===== src/rtl/spi_clk_div_pkg.sv =====
package spi_clk_div_pkg;
  localparam int unsigned WORD_W    = 32;
  localparam int unsigned P2_LSB    = 16;
  localparam int unsigned LIN_LSB   = 16;
  localparam int unsigned SEL_BIT   = 24;
endpackage


===== src/rtl/spi_clk_pow2_path.sv =====
module spi_clk_pow2_path #(
  parameter int unsigned CODE_W = 3,
  localparam int unsigned CNT_W = 2 ** CODE_W
) (
  input  logic              clk_i,
  input  logic              rst_ni,
  input  logic              run_i,
  input  logic              clr_i,
  input  logic [CODE_W-1:0] code_i,
  output logic              tick_o
);
  logic [CNT_W-1:0] cnt_q, limit;

  // half period = 2^(code+1) core cycles
  assign limit  = ~(({CNT_W{1'b1}} << code_i) << 1);
  assign tick_o = run_i && (cnt_q == limit);

  always_ff @(posedge clk_i or negedge rst_ni) begin
    if (!rst_ni)                 cnt_q <= '0;
    else if (!run_i || clr_i)    cnt_q <= '0;
    else if (cnt_q == limit)     cnt_q <= '0;
    else                         cnt_q <= cnt_q + 1'b1;
  end

  a_r5_p2_cnt_in_range: assert property (@(posedge clk_i) disable iff (!rst_ni)
    run_i |-> cnt_q <= limit);
endmodule


===== src/rtl/spi_clk_lin_path.sv =====
module spi_clk_lin_path #(
  parameter int unsigned CODE_W = 8
) (
  input  logic              clk_i,
  input  logic              rst_ni,
  input  logic              run_i,
  input  logic              clr_i,
  input  logic [CODE_W-1:0] code_i,
  output logic              tick_o
);
  logic [CODE_W-1:0] cnt_q;

  // half period = code+1 core cycles
  assign tick_o = run_i && (cnt_q == code_i);

  always_ff @(posedge clk_i or negedge rst_ni) begin
    if (!rst_ni)              cnt_q <= '0;
    else if (!run_i || clr_i) cnt_q <= '0;
    else if (cnt_q == code_i) cnt_q <= '0;
    else                      cnt_q <= cnt_q + 1'b1;
  end

  a_r5_lin_cnt_in_range: assert property (@(posedge clk_i) disable iff (!rst_ni)
    run_i |-> cnt_q <= code_i);
endmodule


===== src/rtl/spi_clk_div.sv =====
module spi_clk_div
  import spi_clk_div_pkg::*;
#(
  parameter bit          HAS_LINEAR = 1'b1,
  parameter int unsigned P2_W       = 3,
  parameter int unsigned LIN_W      = 8
) (
  input  logic              clk_i,
  input  logic              rst_ni,
  input  logic              busy_i,
  input  logic              cpol_i,
  input  logic [WORD_W-1:0] cfg_word_i,
  input  logic [WORD_W-1:0] enh_word_i,
  output logic              tick_o,
  output logic              sclk_o
);
  logic [P2_W-1:0]  p2_in, p2_q;
  logic [LIN_W-1:0] lin_in, lin_q;
  logic             sel_in, sel_q;
  logic             sclk_q;
  logic             p2_tick, lin_tick, tick, boundary;
  logic             unused_words;

  assign unused_words = ^{cfg_word_i, enh_word_i};
  assign p2_in  = cfg_word_i[P2_LSB +: P2_W];
  assign lin_in = enh_word_i[LIN_LSB +: LIN_W];

  spi_clk_pow2_path #(.CODE_W(P2_W)) u_p2 (
    .clk_i (clk_i), .rst_ni(rst_ni), .run_i(busy_i), .clr_i(boundary),
    .code_i(p2_q), .tick_o(p2_tick)
  );

  generate
    if (HAS_LINEAR) begin : g_lin
      assign sel_in = enh_word_i[SEL_BIT];
      spi_clk_lin_path #(.CODE_W(LIN_W)) u_lin (
        .clk_i (clk_i), .rst_ni(rst_ni), .run_i(busy_i), .clr_i(boundary),
        .code_i(lin_q), .tick_o(lin_tick)
      );
    end else begin : g_nolin
      assign sel_in   = 1'b0;
      assign lin_tick = 1'b0;
    end
  endgenerate

  assign tick     = busy_i && (sel_q ? lin_tick : p2_tick);
  // period ends on the toggle back to the idle level
  assign boundary = tick && (sclk_q != cpol_i);

  always_ff @(posedge clk_i or negedge rst_ni) begin
    if (!rst_ni) begin
      sclk_q <= 1'b0;
      sel_q  <= 1'b0;
      p2_q   <= '0;
      lin_q  <= '0;
    end else if (!busy_i) begin
      sclk_q <= cpol_i;
      sel_q  <= sel_in;
      p2_q   <= p2_in;
      lin_q  <= lin_in;
    end else begin
      if (tick) sclk_q <= ~sclk_q;
      if (boundary) begin
        sel_q <= sel_in;
        p2_q  <= p2_in;
        lin_q <= lin_in;
      end
    end
  end

  assign tick_o = tick;
  assign sclk_o = sclk_q;

  a_r7_idle_level: assert property (@(posedge clk_i) disable iff (!rst_ni)
    !busy_i |=> sclk_o == $past(cpol_i));
  a_r7_no_idle_tick: assert property (@(posedge clk_i) disable iff (!rst_ni)
    tick_o |-> busy_i);
  a_r6_toggle_on_tick: assert property (@(posedge clk_i) disable iff (!rst_ni)
    (busy_i && $past(busy_i) && sclk_o != $past(sclk_o)) |-> $past(tick_o));
  a_r9_hold_mid_period: assert property (@(posedge clk_i) disable iff (!rst_ni)
    ($past(busy_i) && !$past(boundary)) |-> ($stable(sel_q) && $stable(p2_q) && $stable(lin_q)));
  a_r10_sel_off: assert property (@(posedge clk_i) disable iff (!rst_ni)
    !HAS_LINEAR |-> !sel_q);
endmodule


===== config.mk =====
export PLATFORM = sky130hd
export DESIGN_NAME = spi_clk_div
export DESIGN_NICKNAME = d
export VERILOG_FILES = /design/src/rtl/spi_clk_div_pkg.sv /design/src/rtl/spi_clk_pow2_path.sv /design/src/rtl/spi_clk_lin_path.sv /design/src/rtl/spi_clk_div.sv
export SDC_FILE = /design/constraint.sdc
export NUM_CORES = 1
export LEC_CHECK = 0
export BUFFER_PORTS_ARGS = -buffer_cell sky130_fd_sc_hd__buf_2
export CORE_MARGIN = 2
export CORE_UTILIZATION = 42
export DETAILED_ROUTE_END_ITERATION = 7
export PLACE_DENSITY = 0.79
export SYNTH_ARGS = -nofsm -noshare
export SYNTH_HDL_FRONTEND = slang
export SYNTH_SLANG_ARGS = --single-unit
export TNS_END_PERCENT = 100

===== constraint.sdc =====
create_clock -name clk_i -period 2.1 [get_ports clk_i]
set_input_delay 0.105 -clock clk_i [delete_from_list [all_inputs] [get_ports clk_i]]
set_output_delay 0.105 -clock clk_i [all_outputs]
set_load 0.01 [all_outputs]

==> run_results.csv, run 1 <==
group,metric,value,unit
cells_and_area,n_fill_cell,340,
cts,insertion_delay,0.29,ns
sta,finalHoldViolCount,0,
yosys,syn-instance-count,140,
sta,rsz0062_at_grt,"yes",
cells_and_area,layout-drive-gt1-share,31.9,%
cells_and_area,final_cells,214,
sta,maxSlewViolCount,0,
grt,grt_first_pass_wirelength,4640,um
power_and_ir_drop,leakagePower,0.806,nW
power_and_ir_drop,power_density,725,mW/mm^2
sta,worst_pin_slew,0.625,ns
cts,clockBufferDepth,2,
yosys,avgSynthCellArea,11.1,um^2
power_and_ir_drop,power.clock.fraction,37.7,%
sta,period_needed,2.06,ns
sta,slew_headroom,58.3,%
cells_and_area,area_delta_synth_final,18.6,%
yosys,syn-num-nets,210,
grt,met3_usage,6.77,%
cts,cts.sinks,29,
grt,grt_pass1_vias,1063,
cts,clk_pin_slew,0.07,ns
drt,wirelength,2790,um
setup_path,critPathArrivalTime,2.23,ns
setup_path,end_kind,"flip-flop",
grt,grtUsageTotal,15.0,%
die,die_area,0.00421,mm^2
grt,use_met1,17.2,%
sta,setup_tns,0,ns
die,pin_count,70,
cells_and_area,regArea,727,um^2
place,portBuffers,17,
cts,cts_buffers,5,
drt,ant_nets,0,
yosys,seq_area_frac_synth,46.7,%
drt,drc,0,
grt,busiest_layer,"met2",
power_and_ir_drop,p_switching,0.338,mW
cells_and_area,layout_common_cells,"28 x dfrtp_1, 18 x nor2_1, 17 x buf_2",
drt,drt-initial-drc-count,96,
place,finalWeightedCongestion,0.826,
place,place_hpwl,1880,um
cells_and_area,diodes,0,
grt,antenna_found_initial,0,
cells_and_area,multi_input_area,812,um^2
power_and_ir_drop,combPwrFrac,14.2,%
setup_path,worstPathMaxFanout,7,
setup_path,start_kind,"flip-flop",
cts,cts_tree,"done",
sta,fin_skew,0.0104,ns
die,fp.dieW,64.9,um
drt,wl_per_cell,13.1,um
setup_path,worstSetupPathType,"reg -> reg",
die,rows,22,
power_and_ir_drop,vdd_drop_max,0.477,mV
yosys,ys_seq_elements,29,
place,dp.cells,204,
min_path,hold_path_class,"in -> reg",
setup_path,rr_worst_depth,5,
drt,vias,1096,
die,initial_core_util,43.1,%
die,coreArea,0.00361,mm^2
min_path,hold_depth,2,
grt,grt_overflow,0,
yosys,yosysUniqueCellTypes,39,
drt,first_pass_iters,4,
power_and_ir_drop,seq_power_share,48.0,%
run,drv_cap,0,
sta,holdWs,0.0403,ns
yosys,yosysWarnings,0,
sta,post-route-period-util,98.0,%
grt,met2_usage,24.4,%
power_and_ir_drop,p_int,1.00,mW
cells_and_area,final_core_util,51.1,%
cts,htreeDepth,2,
cells_and_area,final_common_cell,"dfrtp_1",
cts,post-cts-setup-buffer-count,0,
power_and_ir_drop,switching_share,25.3,%
cells_and_area,nNetsFinal,235,
sta,setup_viol,0,
die,die_height,64.9,um
sta,fmaxAchievable,0.486,GHz
status,status,"complete, no violations",
setup_path,cp.required,2.28,ns
drt,vias_per_cell,5.12,
cts,cts_root_buf,"clkbuf_8",
grt,grt_max_degree,30,
yosys,syn-cell-area,0.00156,mm^2
logic make-up after synthesis:
group | synth area share, %
AOI/OAI and AO/OA | 6.84
xor gates and xnor gates | 12.4
adders and majority gates | 1.61
buffers and inverters | 3.46
DFF | 46.7
muxes | 10.9
and+or+nand+nor | 18.2
cell usage after synthesis:
| library cell | instances | area [um^2] |
|---|---|---|
| mux2_4 | 9 | 135 |
| and3_2 | 1 | 7.51 |
| mux2_2 | 3 | 33.8 |
| o211ai_1 | 1 | 7.51 |
| nand4_2 | 1 | 12.5 |
| o21ai_0 | 2 | 10.0 |
| xor2_1 | 6 | 52.6 |
| and3_1 | 2 | 12.5 |
| nand4b_1 | 2 | 17.5 |
| o311ai_0 | 1 | 8.76 |
| or2_1 | 1 | 6.26 |
| ha_1 | 2 | 25.0 |
| nor2b_1 | 1 | 6.26 |
| o2111ai_1 | 3 | 26.3 |
| nor4bb_1 | 1 | 10.0 |
| nor3_1 | 1 | 5.00 |
| nor4b_1 | 1 | 8.76 |
| nor2_1 | 18 | 67.6 |
| nor4_1 | 1 | 6.26 |
| nand2b_1 | 1 | 6.26 |
| buf_6 | 2 | 22.5 |
| clkbuf_1 | 2 | 7.51 |
| a2111o_1 | 1 | 11.3 |
| buf_2 | 1 | 5.00 |
| nand3_1 | 9 | 45.0 |
| dfrtp_1 | 29 | 726 |
| or2_2 | 1 | 6.26 |
| nand3b_1 | 1 | 7.51 |
| inv_2 | 1 | 3.75 |
| a21oi_1 | 1 | 5.00 |
| nand4_1 | 3 | 18.8 |
| inv_1 | 4 | 15.0 |
| a21oi_2 | 1 | 8.76 |
| and2_1 | 1 | 6.26 |
| o211a_4 | 1 | 17.5 |
| a311o_2 | 1 | 11.3 |
| xnor2_1 | 16 | 140 |
| nand2_1 | 6 | 22.5 |
| or4b_1 | 1 | 10.0 |
registers in the layout, indices dropped and copies added, names as in the netlist:
signal / flops
sel_q: 1
sclk_o: 1
p2_q: 3
g_lin.u_lin.cnt_q: 8
lin_q: 8
u_p2.cnt_q: 8
final timing paths:
path	to	slack, ns	start
max	p2_q[0]	0.04	p2_q[0]
max in group asynchronous	p2_q[1]	1.29	rst_ni
min reg2reg	g_lin.u_lin.cnt_q[0]	0.52	g_lin.u_lin.cnt_q[0]
max reg2reg	p2_q[0]	0.04	p2_q[0]
min	p2_q[1]	0.04	cfg_word_i[17]
min in group asynchronous	p2_q[2]	0.36	rst_ni
metal layers:
layer  wire length [um]  up-vias
met2               1400       16
met1               1260      535
li1                   -      541
met5                  0        -
met4                 38        0
met3                102        4
power by group through the flow:
stage               clock network (mW)  registers [mW]  logic, mW
finish                           0.505           0.642      0.191
global route                     0.545           0.648      0.215
CTS                              0.519           0.640      0.185
detailed placement                   0           0.649      0.181
global placement                     0           0.648      0.177
floorplan                            0           0.635      0.137
repair_timing:
action | CTS | global route
hold buffers | 1 | 0
gates resized for setup | 3 | 4
setup endpoints to repair | 1 | 8
gates cloned | 0 | 1
pin swaps | 0 | 1
hold endpoints to repair | 29 | 0
final cells by class:
cell class | instances | area share [%]
multi-input cells | 102 | 44.0
flip-flops and latches | 29 | 39.4
repair buffers | 22 | 6.78
clock buffers | 7 | 5.22
well taps | 48 | 3.26
inverters | 5 | 1.02
clock inverters | 1 | 0.271
per-stage QoR:
stage                     power (mW)  cell area [um^2]  setup slack (ns)
after global routing            1.41              1840           -0.0784
after floorplan                0.772              1560             0.126
after detailed placement       0.830              1700            0.0423
after CTS                       1.34              1810            0.0181
after global placement         0.825              1700            0.0706
final                           1.34              1840            0.0428
critical path, cell delays in order, from the launching register on:
cell	delay [ns]
dfrtp_1	0.47
or2_1	0.26
a311o_2	0.43
nand4_2	0.14
o211a_2	0.33
mux2_4	0.32
No activity file was read; power rests on OpenSTA's default activity.
==> run 2: changes to the inputs <==
--- a/config.mk
+++ b/config.mk
@@ -5,10 +5,11 @@
 export SDC_FILE = /design/constraint.sdc
 export NUM_CORES = 1
 export LEC_CHECK = 0
-export BUFFER_PORTS_ARGS = -buffer_cell sky130_fd_sc_hd__buf_2
+export BUFFER_PORTS_ARGS = -buffer_cell sky130_fd_sc_hd__clkbuf_2
 export CORE_MARGIN = 2
 export CORE_UTILIZATION = 42
 export DETAILED_ROUTE_END_ITERATION = 7
+export HOLD_SLACK_MARGIN = 0.1
 export PLACE_DENSITY = 0.79
 export SYNTH_ARGS = -nofsm -noshare
 export SYNTH_HDL_FRONTEND = slang
==> run_results.csv, run 2 (synthesis gave the netlist of run 1 again) <==
group,metric,value,unit
setup_path,worstPathMaxFanout,7,
cts,clk_pin_slew,0.06,ns
power_and_ir_drop,power_density,670,mW/mm^2
cells_and_area,nNetsFinal,248,
place,place_hpwl,1920,um
die,fp.dieW,64.9,um
status,status,"complete, no violations",
power_and_ir_drop,seq_power_share,48.9,%
cells_and_area,area_delta_synth_final,26.1,%
drt,first_pass_iters,4,
drt,wl_per_cell,12.8,um
cts,clockBufferDepth,2,
cts,cts.sinks,29,
setup_path,cp.required,2.26,ns
setup_path,end_kind,"flip-flop",
grt,grt_overflow,0,
setup_path,slowest_delay,0.47,ns
place,finalWeightedCongestion,0.819,
sta,maxSlewViolCount,0,
grt,busiest_layer,"met2",
drt,drc,0,
die,die_height,64.9,um
grt,antenna_found_initial,0,
place,dp.cells,204,
cts,cts_tree,"done",
power_and_ir_drop,p_int,0.979,mW
sta,period_needed,2.04,ns
cells_and_area,final_common_cell,"dfrtp_1",
grt,met2_usage,24.9,%
power_and_ir_drop,power.clock.fraction,35.1,%
cts,insertion_delay,0.28,ns
setup_path,worstSetupPathType,"reg -> reg",
drt,vias,1145,
sta,fmaxAchievable,0.490,GHz
cts,htreeDepth,2,
grt,grt_first_pass_wirelength,5010,um
grt,grtUsageTotal,15.6,%
power_and_ir_drop,combPwrFrac,16.0,%
sta,finalHoldViolCount,0,
power_and_ir_drop,p_switching,0.334,mW
cells_and_area,diodes,0,
sta,fin_skew,0.00699,ns
grt,use_met1,19.3,%
setup_path,critPathArrivalTime,2.20,ns
setup_path,start_kind,"flip-flop",
cells_and_area,layout_common_cells,"28 x dfrtp_1, 18 x nor2_1, 17 x clkbuf_2",
drt,vias_per_cell,5.07,
cts,cts_buffers,5,
cts,cts_root_buf,"clkbuf_8",
sta,slew_headroom,53.5,%
setup_path,slowest_stage,"dfrtp_1",
min_path,hold_path_class,"in -> reg",
sta,setup_slack,0.0581,ns
die,die_area,0.00421,mm^2
grt,grt_max_degree,30,
die,coreArea,0.00361,mm^2
drt,ant_nets,0,
sta,rsz0062_at_grt,"yes",
die,pin_count,70,
sta,post-route-period-util,97.2,%
place,dp_slack,0.0478,ns
power_and_ir_drop,leakagePower,0.853,nW
grt,met3_usage,5.21,%
sta,setup_viol,0,
cells_and_area,layout-drive-gt1-share,28.1,%
cells_and_area,final_cells,226,
die,initial_core_util,43.1,%
die,rows,22,
setup_path,crit_chain,"or2_1, a311o_2, nand4_2, o211a_4, mux2_2",
sta,worst_pin_slew,0.697,ns
grt,grt_pass1_vias,1123,
place,portBuffers,17,
drt,wirelength,2890,um
power_and_ir_drop,switching_share,25.5,%
run,drv_cap,0,
power_and_ir_drop,vdd_drop_max,0.373,mV
cells_and_area,top_regs,"g_lin.u_lin.cnt_q x8, lin_q x8, u_p2.cnt_q x8",
drt,drt-initial-drc-count,61,
run 2: path summary, 6_finish.rpt:
path	startpoint	endpoint	slack, ns	depth (start not counted)
max reg2reg	p2_q[0]	lin_q[5]	0.06	5
min reg2reg	g_lin.u_lin.cnt_q[0]	g_lin.u_lin.cnt_q[0]	0.53	1
min in group asynchronous	rst_ni	u_p2.cnt_q[4]	0.40	2
max	p2_q[0]	lin_q[5]	0.06	5
max in group asynchronous	rst_ni	p2_q[1]	1.22	2
min	busy_i	sclk_o	0.25	3
run 2: layout make-up:
cell class | count | area [um^2]
Sequential cell | 29 | 727
Multi-Input combinational cell | 102 | 813
Fill cell | 323 | 1650
Tap cell | 48 | 60.1
Clock buffer | 7 | 86.3
Inverter | 5 | 18.8
Timing Repair Buffer | 35 | 255
run 2: critical path, delay by kind of cell (launching register included):
kind,cells,cell delay [ns]
AO/OA/AOI/OAI,2,0.68
flip-flops,1,0.47
multiplexers,1,0.36
AND/OR/NAND/NOR,2,0.41
run 2: per-layer routing:
metal / wire length [um] / share of wire, % / vias to the layer above
li1: - / - / 563
met1: 1270 / 44 / 557
met2: 1470 / 51 / 20
met3: 100 / 3.5 / 5
met4: 46 / 1.6 / 0
met5: 0 / 0 / -
run 2: power by group through the flow:
| stage | Combinational (mW) | Clock (mW) | Sequential (mW) |
|---|---|---|---|
| final | 0.210 | 0.461 | 0.642 |
| after global routing | 0.237 | 0.497 | 0.649 |
| after CTS | 0.206 | 0.473 | 0.640 |
| after detailed placement | 0.182 | 0 | 0.649 |
| after global placement | 0.177 | 0 | 0.648 |
| after floorplan | 0.137 | 0 | 0.635 |
run 2: repair_timing:
item,4_1_cts,5_1_grt
cloned,0,1
resized for setup,3,4
setup buffers,0,0
hold buffers,14,0
setup endpoints to repair,1,13
endpoints found under the hold margin,42,0
pin swaps,1,2
run 2: per-stage QoR:
step / util (%) / setup TNS [ns] / area [um^2] / power (mW) / hold WS (ns)
2_1_floorplan: - / 0 / 1560 / 0.772 / -0.191
3_3_place_gp: 47.0 / 0 / 1700 / 0.825 / 0.184
3_5_place_dp: 47.0 / 0 / 1700 / 0.830 / 0.194
4_1_cts: 53.6 / 0 / 1930 / 1.32 / 0.213
5_1_grt: 54.4 / -0.0631 / 1960 / 1.38 / 0.267
6_report: 54.4 / 0 / 1960 / 1.31 / 0.245
==> run 3: changes to the inputs <==
--- a/config.mk
+++ b/config.mk
@@ -10,7 +10,7 @@
 export CORE_UTILIZATION = 42
 export DETAILED_ROUTE_END_ITERATION = 7
 export HOLD_SLACK_MARGIN = 0.1
-export PLACE_DENSITY = 0.79
+export PLACE_DENSITY = 0.8
 export SYNTH_ARGS = -nofsm -noshare
 export SYNTH_HDL_FRONTEND = slang
 export SYNTH_SLANG_ARGS = --single-unit
==> constraint.sdc (replaced) <==
create_clock -name clk_i -period 2.1 [get_ports clk_i]
set_input_delay 0.21 -clock clk_i [delete_from_list [all_inputs] [get_ports clk_i]]
set_output_delay 0.21 -clock clk_i [all_outputs]
set_load 0.01 [all_outputs]
==> run_results.csv, run 3 (synthesis gave the netlist of run 1 again) <==
group,metric,value,unit
status,status,"finished, violations left",
status,violations,"setup timing",
cells_and_area,regArea,729,um^2
cts,cts.sinks,29,
cells_and_area,nNetsFinal,238,
place,dp_slack,0.0524,ns
cells_and_area,layout_common_cells,"26 x dfrtp_1, 18 x nor2_1, 17 x clkbuf_2",
setup_path,timing.critical_path.buf_inv,2,
setup_path,end_kind,"flip-flop",
power_and_ir_drop,p_total,1.30,mW
sta,setup_slack,-0.0000282,ns
setup_path,crit_cells,8,
drt,wirelength,2960,um
drt,ant_nets,0,
setup_path,rr_startpoint,"p2_q[1]",
grt,grt_first_pass_wirelength,4950,um
die,fp.dieW,64.9,um
cells_and_area,top_regs,"g_lin.u_lin.cnt_q x8, lin_q x8, u_p2.cnt_q x8",
cells_and_area,area_delta_synth_final,22.2,%
cts,cts_buffers,5,
die,die_height,64.9,um
die,initial_core_util,43.1,%
setup_path,critPathArrivalTime,2.26,ns
die,die_area,0.00421,mm^2
cts,cts_tree,"done",
grt,grt_pass1_vias,1125,
sta,fmaxAchievable,0.476,GHz
min_path,hold_start,"enh_word_i[23]",
min_path,hold_path_class,"in -> reg",
place,place_hpwl,1980,um
place,portBuffers,17,
sta,worst_pin_slew,0.695,ns
cells_and_area,multi_input_area,862,um^2
cells_and_area,n_fill_cell,324,
setup_path,timing.rr.end,"lin_q[6]",
cts,insertion_delay,0.28,ns
sta,slew_headroom,53.6,%
sta,period_needed,2.10,ns
die,coreArea,0.00361,mm^2
cells_and_area,final_common_cell,"dfrtp_1",
power_and_ir_drop,vdd_drop_max,0.429,mV
cts,clk_pin_slew,0.07,ns
setup_path,crit_chain,"buf_4, nor4bb_4, o21ai_1, nand3_2, buf_4, nand4_2, o211a_2, mux2_4",
setup_path,worstPathMaxFanout,6,
sta,post-route-period-util,100,%
die,pin_count,70,
setup_path,slowest_stage,"dfrtp_2",
run,drv_cap,0,
cts,cts_root_buf,"clkbuf_8",
cts,htreeDepth,2,
drt,vias,1136,
grt,antenna_found_initial,0,
grt,grt_overflow,0,
drt,drt-initial-drc-count,47,
setup_path,slowest_delay,0.43,ns
setup_path,worstSetupPathType,"reg -> reg",
setup_path,cpMostUsedCell,"buf_4",
power_and_ir_drop,power_density,686,mW/mm^2
setup_path,reg2reg_slack,-0.00003,ns
cts,clockBufferDepth,2,
drt,vias_per_cell,5.24,
drt,first_pass_iters,4,
place,finalWeightedCongestion,0.843,
sta,setup_tns,-0.0000282,ns
setup_path,cp_top_family,"compound AO/OA/AOI/OAI gates",
drt,wl_per_cell,13.6,um
sta,setup_viol,1,
power_and_ir_drop,leakagePower,0.827,nW
grt,grtUsageTotal,15.6,%
drt,drc,0,
setup_path,cp.required,2.26,ns
cells_and_area,diodes,0,
setup_path,rr_worst_depth,8,
min_path,hold_path_end,"lin_q[7]",
sta,maxSlewViolCount,0,
cells_and_area,layout-drive-gt1-share,36.1,%
setup_path,start_kind,"flip-flop",
sta,finalHoldViolCount,0,
sta,rsz0062_at_grt,"yes",
grt,grt_max_degree,30,
sta,fin_skew,0.00786,ns
die,rows,22,
min_path,hold_depth,2,
[run 3: cell count changes in the layout (fill, tap and decap cells not counted), moves of 2 or more]
cell	change
buf_4	+3
clkinv_2	+2
dfrtp_1	-2
dfrtp_2	+2
dlygate4sd3_1	-13
[run 3: final cells by class]
cell class              count  area share [%]
clock buffers               6            3.82
clock inverters             2           0.527
inverters                   5           0.987
multi-input cells         102            45.4
flip-flops and latches     29            38.4
well taps                  48            3.16
repair buffers             25            7.77
[run 3: routing by layer]
metal,track usage (%),vias to the layer above,wire [um]
li1,-,544,-
met1,18.8,567,1250
met2,26.0,19,1530
met3,4.17,6,109
met4,7.18,0,65
met5,0,-,0
[run 3: worst max-delay path by stage]
| stage | startpoint | endpoint | slack (ns) |
|---|---|---|---|
| after floorplan | p2_q[1] | lin_q[0] | 0.13 |
| after global placement | p2_q[1] | lin_q[4] | 0.07 |
| after detailed placement | p2_q[1] | lin_q[5] | 0.05 |
| after CTS | p2_q[1] | tick_o | -0.003 |
| after global routing | p2_q[1] | lin_q[6] | -0.1 |
| final | p2_q[1] | lin_q[6] | -0.00003 |
[run 3: worst register-to-register path, delay by kind of cell (launching register included)]
family / cells / cell delay (ns)
flops: 1 / 0.43
buf+inv: 2 / 0.32
simple gates: 3 / 0.38
mux: 1 / 0.33
compound gates: 2 / 0.52
[run 3: what timing repair did]
item,CTS,global route
gates cloned,0,1
setup buffers,3,0
hold buffers,1,0
setup endpoints to repair,1,13
pin swaps,2,3
endpoints found under the hold margin,29,0
gates resized for setup,7,11
[run 3: where the power goes]
| part | switching [mW] | leakage [nW] | total (mW) | internal, mW |
|---|---|---|---|---|
| Clock | 0.212 | 0.0450 | 0.441 | 0.229 |
| Combinational | 0.0983 | 0.415 | 0.222 | 0.124 |
| Sequential | 0.0444 | 0.367 | 0.641 | 0.597 |
[run 3: per-stage QoR]
step           instances  cell area, um^2  hold slack, ns  util, %
2_1_floorplan        140             1560         -0.0856        -
3_3_place_gp         204             1700           0.289     47.0
3_5_place_dp         204             1700           0.300     47.0
4_1_cts              216             1830           0.152     50.7
5_1_grt              217             1900           0.154     52.7
6_report             217             1900           0.155     52.7
